$ cat config.mk
export PLATFORM = sky130hd
export DESIGN_NAME = chan_ctl_bank
export DESIGN_NICKNAME = d
export VERILOG_FILES = /design/src/rtl/chan_ctl_pkg.sv /design/src/rtl/ctl_addr_decode.sv /design/src/rtl/ctl_bitmap.sv /design/src/rtl/chan_ctl_bank.sv
export SDC_FILE = /design/constraint.sdc
export NUM_CORES = 1
export LEC_CHECK = 0
export BUFFER_PORTS_ARGS = -buffer_cell sky130_fd_sc_hd__buf_2
export CAP_MARGIN = 10
export CORE_MARGIN = 3
export CORE_UTILIZATION = 41
export DETAILED_ROUTE_END_ITERATION = 10
export PLACE_DENSITY = 0.77
export SYNTH_ARGS = -nofsm -noshare
export SYNTH_HDL_FRONTEND = slang
export SYNTH_HIERARCHICAL = 1
export SYNTH_SLANG_ARGS = --single-unit
$ cat constraint.sdc
create_clock -name clk -period 1.67 [get_ports clk]
set_clock_uncertainty 0.15 [all_clocks]
set_input_delay 0.0835 -clock clk [delete_from_list [all_inputs] [get_ports clk]]
set_output_delay 0.0835 -clock clk [all_outputs]
set_load 0.005 [all_outputs]
$ cat src/rtl/chan_ctl_pkg.sv
package chan_ctl_pkg;

    localparam int OFS_W = 12;

    localparam logic [OFS_W-1:0] OFS_EN_SET  = 12'h028;
    localparam logic [OFS_W-1:0] OFS_EN_CLR  = 12'h02C;
    localparam logic [OFS_W-1:0] OFS_ALT_SET = 12'h030;
    localparam logic [OFS_W-1:0] OFS_ALT_CLR = 12'h034;

    typedef enum logic [2:0] {
        SEL_NONE,
        SEL_EN_SET,
        SEL_EN_CLR,
        SEL_ALT_SET,
        SEL_ALT_CLR
    } reg_sel_e;

    typedef struct packed {
        logic en_set;
        logic en_clr;
        logic alt_set;
        logic alt_clr;
    } wr_strobe_t;

    function automatic reg_sel_e map_offset(input logic [OFS_W-1:0] ofs);
        case (ofs)
            OFS_EN_SET:  return SEL_EN_SET;
            OFS_EN_CLR:  return SEL_EN_CLR;
            OFS_ALT_SET: return SEL_ALT_SET;
            OFS_ALT_CLR: return SEL_ALT_CLR;
            default:     return SEL_NONE;
        endcase
    endfunction

endpackage

$ cat src/rtl/ctl_addr_decode.sv
module ctl_addr_decode
    import chan_ctl_pkg::*;
(
    input  logic [OFS_W-1:0] addr,
    input  logic             we,
    output reg_sel_e         rsel,
    output wr_strobe_t       wstb
);

    always_comb begin
        rsel         = map_offset(addr);
        wstb         = '0;
        wstb.en_set  = we && (rsel == SEL_EN_SET);
        wstb.en_clr  = we && (rsel == SEL_EN_CLR);
        wstb.alt_set = we && (rsel == SEL_ALT_SET);
        wstb.alt_clr = we && (rsel == SEL_ALT_CLR);
    end

endmodule

$ cat src/rtl/ctl_bitmap.sv
module ctl_bitmap #(
    parameter int WIDTH    = 32,
    parameter bit SET_WINS = 1'b1
) (
    input  logic             clk,
    input  logic             rst,
    input  logic [WIDTH-1:0] set_vec,
    input  logic [WIDTH-1:0] clr_vec,
    output logic [WIDTH-1:0] q
);

    logic [WIDTH-1:0] q_next;

    generate
        if (SET_WINS) begin : g_set_first
            always_comb q_next = (q & ~clr_vec) | set_vec;
        end else begin : g_clr_first
            always_comb q_next = (q | set_vec) & ~clr_vec;
        end
    endgenerate

    always_ff @(posedge clk) begin
        if (rst) q <= '0;
        else     q <= q_next;
    end

endmodule

$ cat src/rtl/chan_ctl_bank.sv
module chan_ctl_bank
    import chan_ctl_pkg::*;
#(
    parameter int NUM_CH = 32
) (
    input  logic              clk,
    input  logic              rst,
    input  logic [OFS_W-1:0]  bus_addr,
    input  logic              bus_we,
    input  logic [NUM_CH-1:0] bus_wdata,
    output logic [NUM_CH-1:0] bus_rdata,
    input  logic [NUM_CH-1:0] hw_done,
    input  logic [NUM_CH-1:0] hw_alt,
    output logic [NUM_CH-1:0] chan_enable,
    output logic [NUM_CH-1:0] chan_alt
);

    localparam logic [NUM_CH-1:0] NONE_MASK = '0;

    reg_sel_e   rsel;
    wr_strobe_t wstb;

    logic [NUM_CH-1:0] en_set_v, en_clr_v, alt_set_v, alt_clr_v;

    ctl_addr_decode u_dec (
        .addr (bus_addr),
        .we   (bus_we),
        .rsel (rsel),
        .wstb (wstb)
    );

    always_comb begin
        en_set_v  = wstb.en_set  ? bus_wdata : NONE_MASK;
        en_clr_v  = (wstb.en_clr ? bus_wdata : NONE_MASK) | hw_done;
        alt_set_v = (wstb.alt_set ? bus_wdata : NONE_MASK) | hw_alt;
        alt_clr_v = wstb.alt_clr ? bus_wdata : NONE_MASK;
    end

    // Enable map: a software set beats a completion pulse.
    ctl_bitmap #(.WIDTH(NUM_CH), .SET_WINS(1'b1)) u_en (
        .clk     (clk),
        .rst     (rst),
        .set_vec (en_set_v),
        .clr_vec (en_clr_v),
        .q       (chan_enable)
    );

    // Select map: a software clear beats an auto-alternate pulse.
    ctl_bitmap #(.WIDTH(NUM_CH), .SET_WINS(1'b0)) u_alt (
        .clk     (clk),
        .rst     (rst),
        .set_vec (alt_set_v),
        .clr_vec (alt_clr_v),
        .q       (chan_alt)
    );

    always_comb begin
        case (rsel)
            SEL_EN_SET:  bus_rdata = chan_enable;
            SEL_ALT_SET: bus_rdata = chan_alt;
            default:     bus_rdata = NONE_MASK;
        endcase
    end

    assert_en_set_R2: assert property (@(posedge clk) disable iff (rst)
        (bus_we && bus_addr == OFS_EN_SET) |=>
            ((chan_enable & $past(bus_wdata)) == $past(bus_wdata)));

    assert_done_clears_R4: assert property (@(posedge clk) disable iff (rst)
        !(bus_we && bus_addr == OFS_EN_SET) |=>
            ((chan_enable & $past(hw_done)) == NONE_MASK));

    assert_hw_alt_sets_R8: assert property (@(posedge clk) disable iff (rst)
        !(bus_we && bus_addr == OFS_ALT_CLR) |=>
            ((chan_alt & $past(hw_alt)) == $past(hw_alt)));

    assert_clr_wins_R9: assert property (@(posedge clk) disable iff (rst)
        (bus_we && bus_addr == OFS_ALT_CLR) |=>
            ((chan_alt & $past(bus_wdata)) == NONE_MASK));

    assert_idle_stable_R11: assert property (@(posedge clk) disable iff (rst)
        (!bus_we && hw_done == NONE_MASK && hw_alt == NONE_MASK) |=>
            ($stable(chan_enable) && $stable(chan_alt)));

    always_comb begin
        if (!rst && (bus_addr == OFS_EN_CLR || bus_addr == OFS_ALT_CLR))
            assert_clr_reads_zero_R10: assert (bus_rdata == NONE_MASK);
    end

endmodule

==> results.cfg, run 1 <==
[critical_path]
crit_path_max_fanout = 6
crit_required_ps = 1440
rr_startpoint = u_en/q[7]
cpMostUsedCell = buf_6
arrival_ps = 1670
start_kind = input pin
max_stage_delay_ps = 290
path_class = in -> out
crit_start = bus_addr[8]
cp_cell_sequence = buf_6, nor4_4, nand4_2, buf_6, nor2_4, buf_6, buf_16, mux2i_4, nor2_1, buf_2
r2r_slack_ps = 730
cp-end-kind = primary output
crit_slowest_cell = nor4_4

[routing]
ant_nets = 0
via_count = 4598
first_pass_iters = 5
drt-vias-per-instance = 5.15
drt_iter0_drc = 153
wirelength_um = 15800
wl_per_cell_um = 17.7
drc = 0

[timing]
period_share = 1.14
rsz0062_at_grt = true
timing.final.ws_setup_ps = -237
slew_headroom = 0.722
drv_slew = 0
fmax_ghz = 0.524
fin_setup_tns_ps = -4200
setup_violations = 33
finalHoldViolCount = 0
final.min_clock_period_ps = 1910
worst_pin_slew_ps = 415

[placement]
place.detailed.hpwl_um = 8910
io_buffers = 206
gp_congestion = 0.852
pre_cts_ws_ps = -452

[outcome]
status = complete, but fails checks
violations = setup timing

[grt]
grt_first_pass_wirelength_um = 22800
gr-total-overflow = 0
antenna_found_initial = 0
grt_max_degree = 65
grt_pass1_vias = 4770
grt_usage = 0.280

[clock_tree]
cts-root-buf = clkbuf_8
max-clock-path-buffers = 2
htree_levels = 3
clk_latency_ps = 340
numCtsBuffers = 9
cts_tree = yes
cts.clk_slew.worst_paths_ps = 70
cts.sinks = 64

[die]
die_h_um = 103
rows = 34
ios = 207
die_x_um = 103
die_area_mm2 = 0.0106
start_util = 0.431
core_mm2 = 0.00893

[cells_and_area]
area_growth_pct = 69.5
seq_area_mm2 = 0.00128
multi_input_area_mm2 = 0.00236
nets = 890
fill_cells = 614
layout-drive-gt1-share = 0.382

[yosys]
syn_nets = 570
ys_seq_area_frac = 0.333
syn_avg_cell_area_um2 = 8.39
synth_cells = 459
ys_seq_elements = 64
syn_area_mm2 = 0.00385
synth_cell_type_count = 21
synth_warnings = 6

[worst_hold_path]
hold_class = in -> reg
hp-start = rst

[power]
cellLeakagePower_nw = 3.14
power_density_mw_per_mm2 = 556
ir_drop_mv = 0.356

[job]
cap_violations = 0
==> worst paths after layout <==
path / end / cells past startpoint
setup / recovery: bus_rdata[7] / 10
hold / removal: u_en/q[28] / 3
hold reg to reg: u_en/q[15] / 2
setup reg to reg: u_en/q[7] / 2
==> per-stage QoR <==
stage                     area, µm²  power, mW  std cells  hold WS, ps  utilization
after floorplan                3860       1.84        459         2.57            -
after global placement         5030       2.08        767          247        0.563
after detailed placement       5030       2.10        767          253        0.563
after CTS                      6350       3.61        885         93.4        0.711
after global routing           6530       3.78        891          112        0.730
final                          6530       3.63        892          109        0.731
==> worst max-delay path: cells and delay by family <==
kind,cells,cell delay (ps)
buffers and inverters,5,700
multiplexers,1,250
AND/OR/NAND/NOR,4,650
==> registers in the layout (all words and copies together) (netlist names) <==
| name | count |
|---|---|
| u_en/q | 32 |
| u_alt/q | 32 |
==> where the power goes <==
group          switching, mW  internal [mW]  leakage (nW)
Sequential            0.0452           1.58         0.526
Combinational          0.263          0.388          2.53
Clock                  0.632          0.719        0.0904
==> layout make-up <==
| type | instances | share of cell area |
|---|---|---|
| tap | 108 | 0.0207 |
| antenna | 1 | 0.000383 |
| sequential | 64 | 0.196 |
| multi-input combinational | 336 | 0.362 |
| timing repair buffer | 334 | 0.371 |
| clock buffer | 10 | 0.0211 |
| clock inverter | 5 | 0.00882 |
| inverter | 34 | 0.0196 |
==> kinds of logic (layout without fill, tap and decap cells) <==
group                  Yosys count  after routing  synth area share
AND/OR/NAND/NOR                206            206             0.326
other                            0              1                 0
flip-flops                      64             64             0.333
AO/OA/AOI/OAI                   97             97             0.168
buffers and inverters           59            383            0.0867
multiplexers                    33             33            0.0861
==> cell usage in the layout (no fill, tap or decap), types with 2 or more instances in the layout <==
cell type,netlist,final
inv_1,34,34
nor4_4,0,3
buf_6,7,11
buf_4,0,12
nor3_4,3,4
nand2b_1,35,33
mux2i_2,0,3
nand2b_4,0,2
clkbuf_8,0,10
mux2i_4,0,2
clkbuf_16,0,3
and2_1,64,64
buf_12,3,4
buf_2,9,204
nor3_2,27,28
buf_8,0,3
dfxtp_1,64,64
clkinvlp_4,0,3
nor3_1,5,3
a21o_1,64,64
a21oi_1,32,32
nor2_1,67,66
dlygate4sd3_1,0,96
mux2i_1,32,27
==> repair_timing <==
| item | in CTS | in global routing |
|---|---|---|
| pin swaps | 4 | 4 |
| setup buffers | 4 | 2 |
| gates cloned | 3 | 5 |
| endpoints found under the setup margin | 50 | 68 |
| resized for setup | 17 | 24 |
| hold buffers | 96 | 0 |
| endpoints found under the hold margin | 64 | 0 |
==> Yosys cell counts, drive strengths merged <==
cell type,n,area [µm²]
a21oi,32,160
mux2,1,11.3
nand2,1,3.75
dfxtp,64,1280
nor2,67,251
clkbuf,6,22.5
inv,34,128
nor4,3,25.0
nor3,35,344
a21o,64,480
mux2i,32,320
and2,64,400
nand2b,35,219
a211oi,1,7.51
nand4,1,12.5
buf,19,184
==> routing by layer <==
| layer | GRT usage | up-vias | part of all wire |
|---|---|---|---|
| met5 | 0 | - | 0 |
| met4 | 0.201 | 0 | 0.067 |
| met3 | 0.0548 | 94 | 0.058 |
| met2 | 0.511 | 253 | 0.50 |
| met1 | 0.281 | 2107 | 0.37 |
| li1 | - | 2144 | - |
Power figures use the tool's default switching activity.
==> run 2, diff against run 1 <==
- BUFFER_PORTS_ARGS: -buffer_cell sky130_fd_sc_hd__buf_2 -> -buffer_cell sky130_fd_sc_hd__buf_4
- CELL_PAD_IN_SITES_DETAIL_PLACEMENT: not set -> 1
- CELL_PAD_IN_SITES_GLOBAL_PLACEMENT: not set -> 2
- CORE_UTILIZATION: 41 -> 22
- PLACE_DENSITY: 0.77 -> not set
- PLACE_DENSITY_LB_ADDON: not set -> 0.1
==> results.cfg, run 2 (synthesis gave the netlist of run 1 again) <==
[routing]
ant_nets = 0
drt-vias-per-instance = 4.43
drc = 0
first_pass_iters = 4
wirelength_um = 17400
via_count = 4460
drt_iter0_drc = 140
wl_per_cell_um = 17.3

[outcome]
violations = setup timing
status = complete, but fails checks

[clock_tree]
max-clock-path-buffers = 2
htree_levels = 3
cts_tree = yes
numCtsBuffers = 9
cts-root-buf = clkbuf_16
cts.clk_slew.worst_paths_ps = 60
cts.sinks = 64
clk_latency_ps = 330

[placement]
gp_congestion = 0.733
io_buffers = 206
place.detailed.hpwl_um = 11500
pre_cts_ws_ps = -360

[cells_and_area]
diodes = 0
area_growth_pct = 96.2
layout_common_cells = 213 x buf_4, 97 x dlygate4sd3_1, 64 x and2_1, 64 x a21o_1, 64 x dfxtp_1
final_common_cell = buf_4
layout-drive-gt1-share = 0.431
nets = 894
reg.largest.list = u_alt/q x32, u_en/q x32
fill_cells = 1976
postLayoutCoreUtil = 0.448

[grt]
grt_pass1_vias = 4904
antenna_found_initial = 0
grt_first_pass_wirelength_um = 26400
gr-total-overflow = 0
grt_max_degree = 28
grt_usage = 0.172

[critical_path]
start_kind = input pin
crit_required_ps = 1440
cp-end-kind = primary output
arrival_ps = 1620
crit_path_max_fanout = 9
path_class = in -> out

[power]
p_total_mw = 4.17
cellLeakagePower_nw = 3.39
power_density_mw_per_mm2 = 552
ir_drop_mv = 0.518

[timing]
setup_violations = 57
slew_headroom = 0.781
worst_pin_slew_ps = 329
drv_slew = 0
final.min_clock_period_ps = 1850
fmax_ghz = 0.541
fin_setup_tns_ps = -4920
period_share = 1.11
hold_ws_ps = 348
timing.final.ws_setup_ps = -179
rsz0062_at_grt = true
finalHoldViolCount = 0

[die]
core_mm2 = 0.0169
die_h_um = 138
ios = 207
die_area_mm2 = 0.0191
die_x_um = 138
start_util = 0.228
rows = 47

[job]
cap_violations = 0

[worst_hold_path]
hold_class = reg -> reg
[run 2: stage by stage]
stage	instance area, µm²	instances
floorplan	3860	459
global placement	5730	879
detailed placement	5730	879
CTS	7200	999
global route	7560	1006
finish	7560	1006
[run 2: where the power goes]
part           switching, mW  internal, mW  total (mW)
logic                  0.259         0.495       0.754
clock network          0.664          1.11        1.78
registers             0.0562          1.58        1.64
[run 2: layout make-up]
cell class | instances | area [µm²] | area share
clock buffers | 14 | 274 | 0.0363
multi-input cells | 336 | 2520 | 0.334
inverters | 34 | 128 | 0.0169
well taps | 220 | 275 | 0.0364
repair buffers | 338 | 3070 | 0.407
flip-flops and latches | 64 | 1280 | 0.170
[run 2: worst max-delay path: stages]
cell     delay, ps
buf_6           90
nor4_4         260
nand4_2        120
buf_6          150
nor2_4         150
buf_4          150
buf_12         150
mux2i_2        250
nor2_2          50
buf_4          140
[run 2: per-layer routing]
layer	up-vias	wire length (µm)	part of all wire	global-route usage
li1	2160	-	-	-
met1	2162	7430	0.43	0.205
met2	123	9030	0.52	0.307
met3	15	709	0.041	0.0373
met4	0	207	0.012	0.0536
met5	-	0	0	0
[run 2: what timing repair did]
item                                    in CTS  in global routing
buffers inserted                             6                  2
endpoints found under the hold margin       64                  0
cloned                                       3                  5
hold buffers                                97                  0
endpoints found under the setup margin      33                 96
resized for setup                           29                 52
pin swaps                                    6                 28
[run 2: path summary, 6_finish.rpt]
path | from | end | slack, ps | depth (start not counted)
max | bus_addr[8] | bus_rdata[8] | -180 | 10
min | u_en/q[1] | u_en/q[1] | 350 | 2
max reg2reg | u_en/q[21] | u_en/q[21] | 800 | 2
min reg2reg | u_en/q[1] | u_en/q[1] | 350 | 2
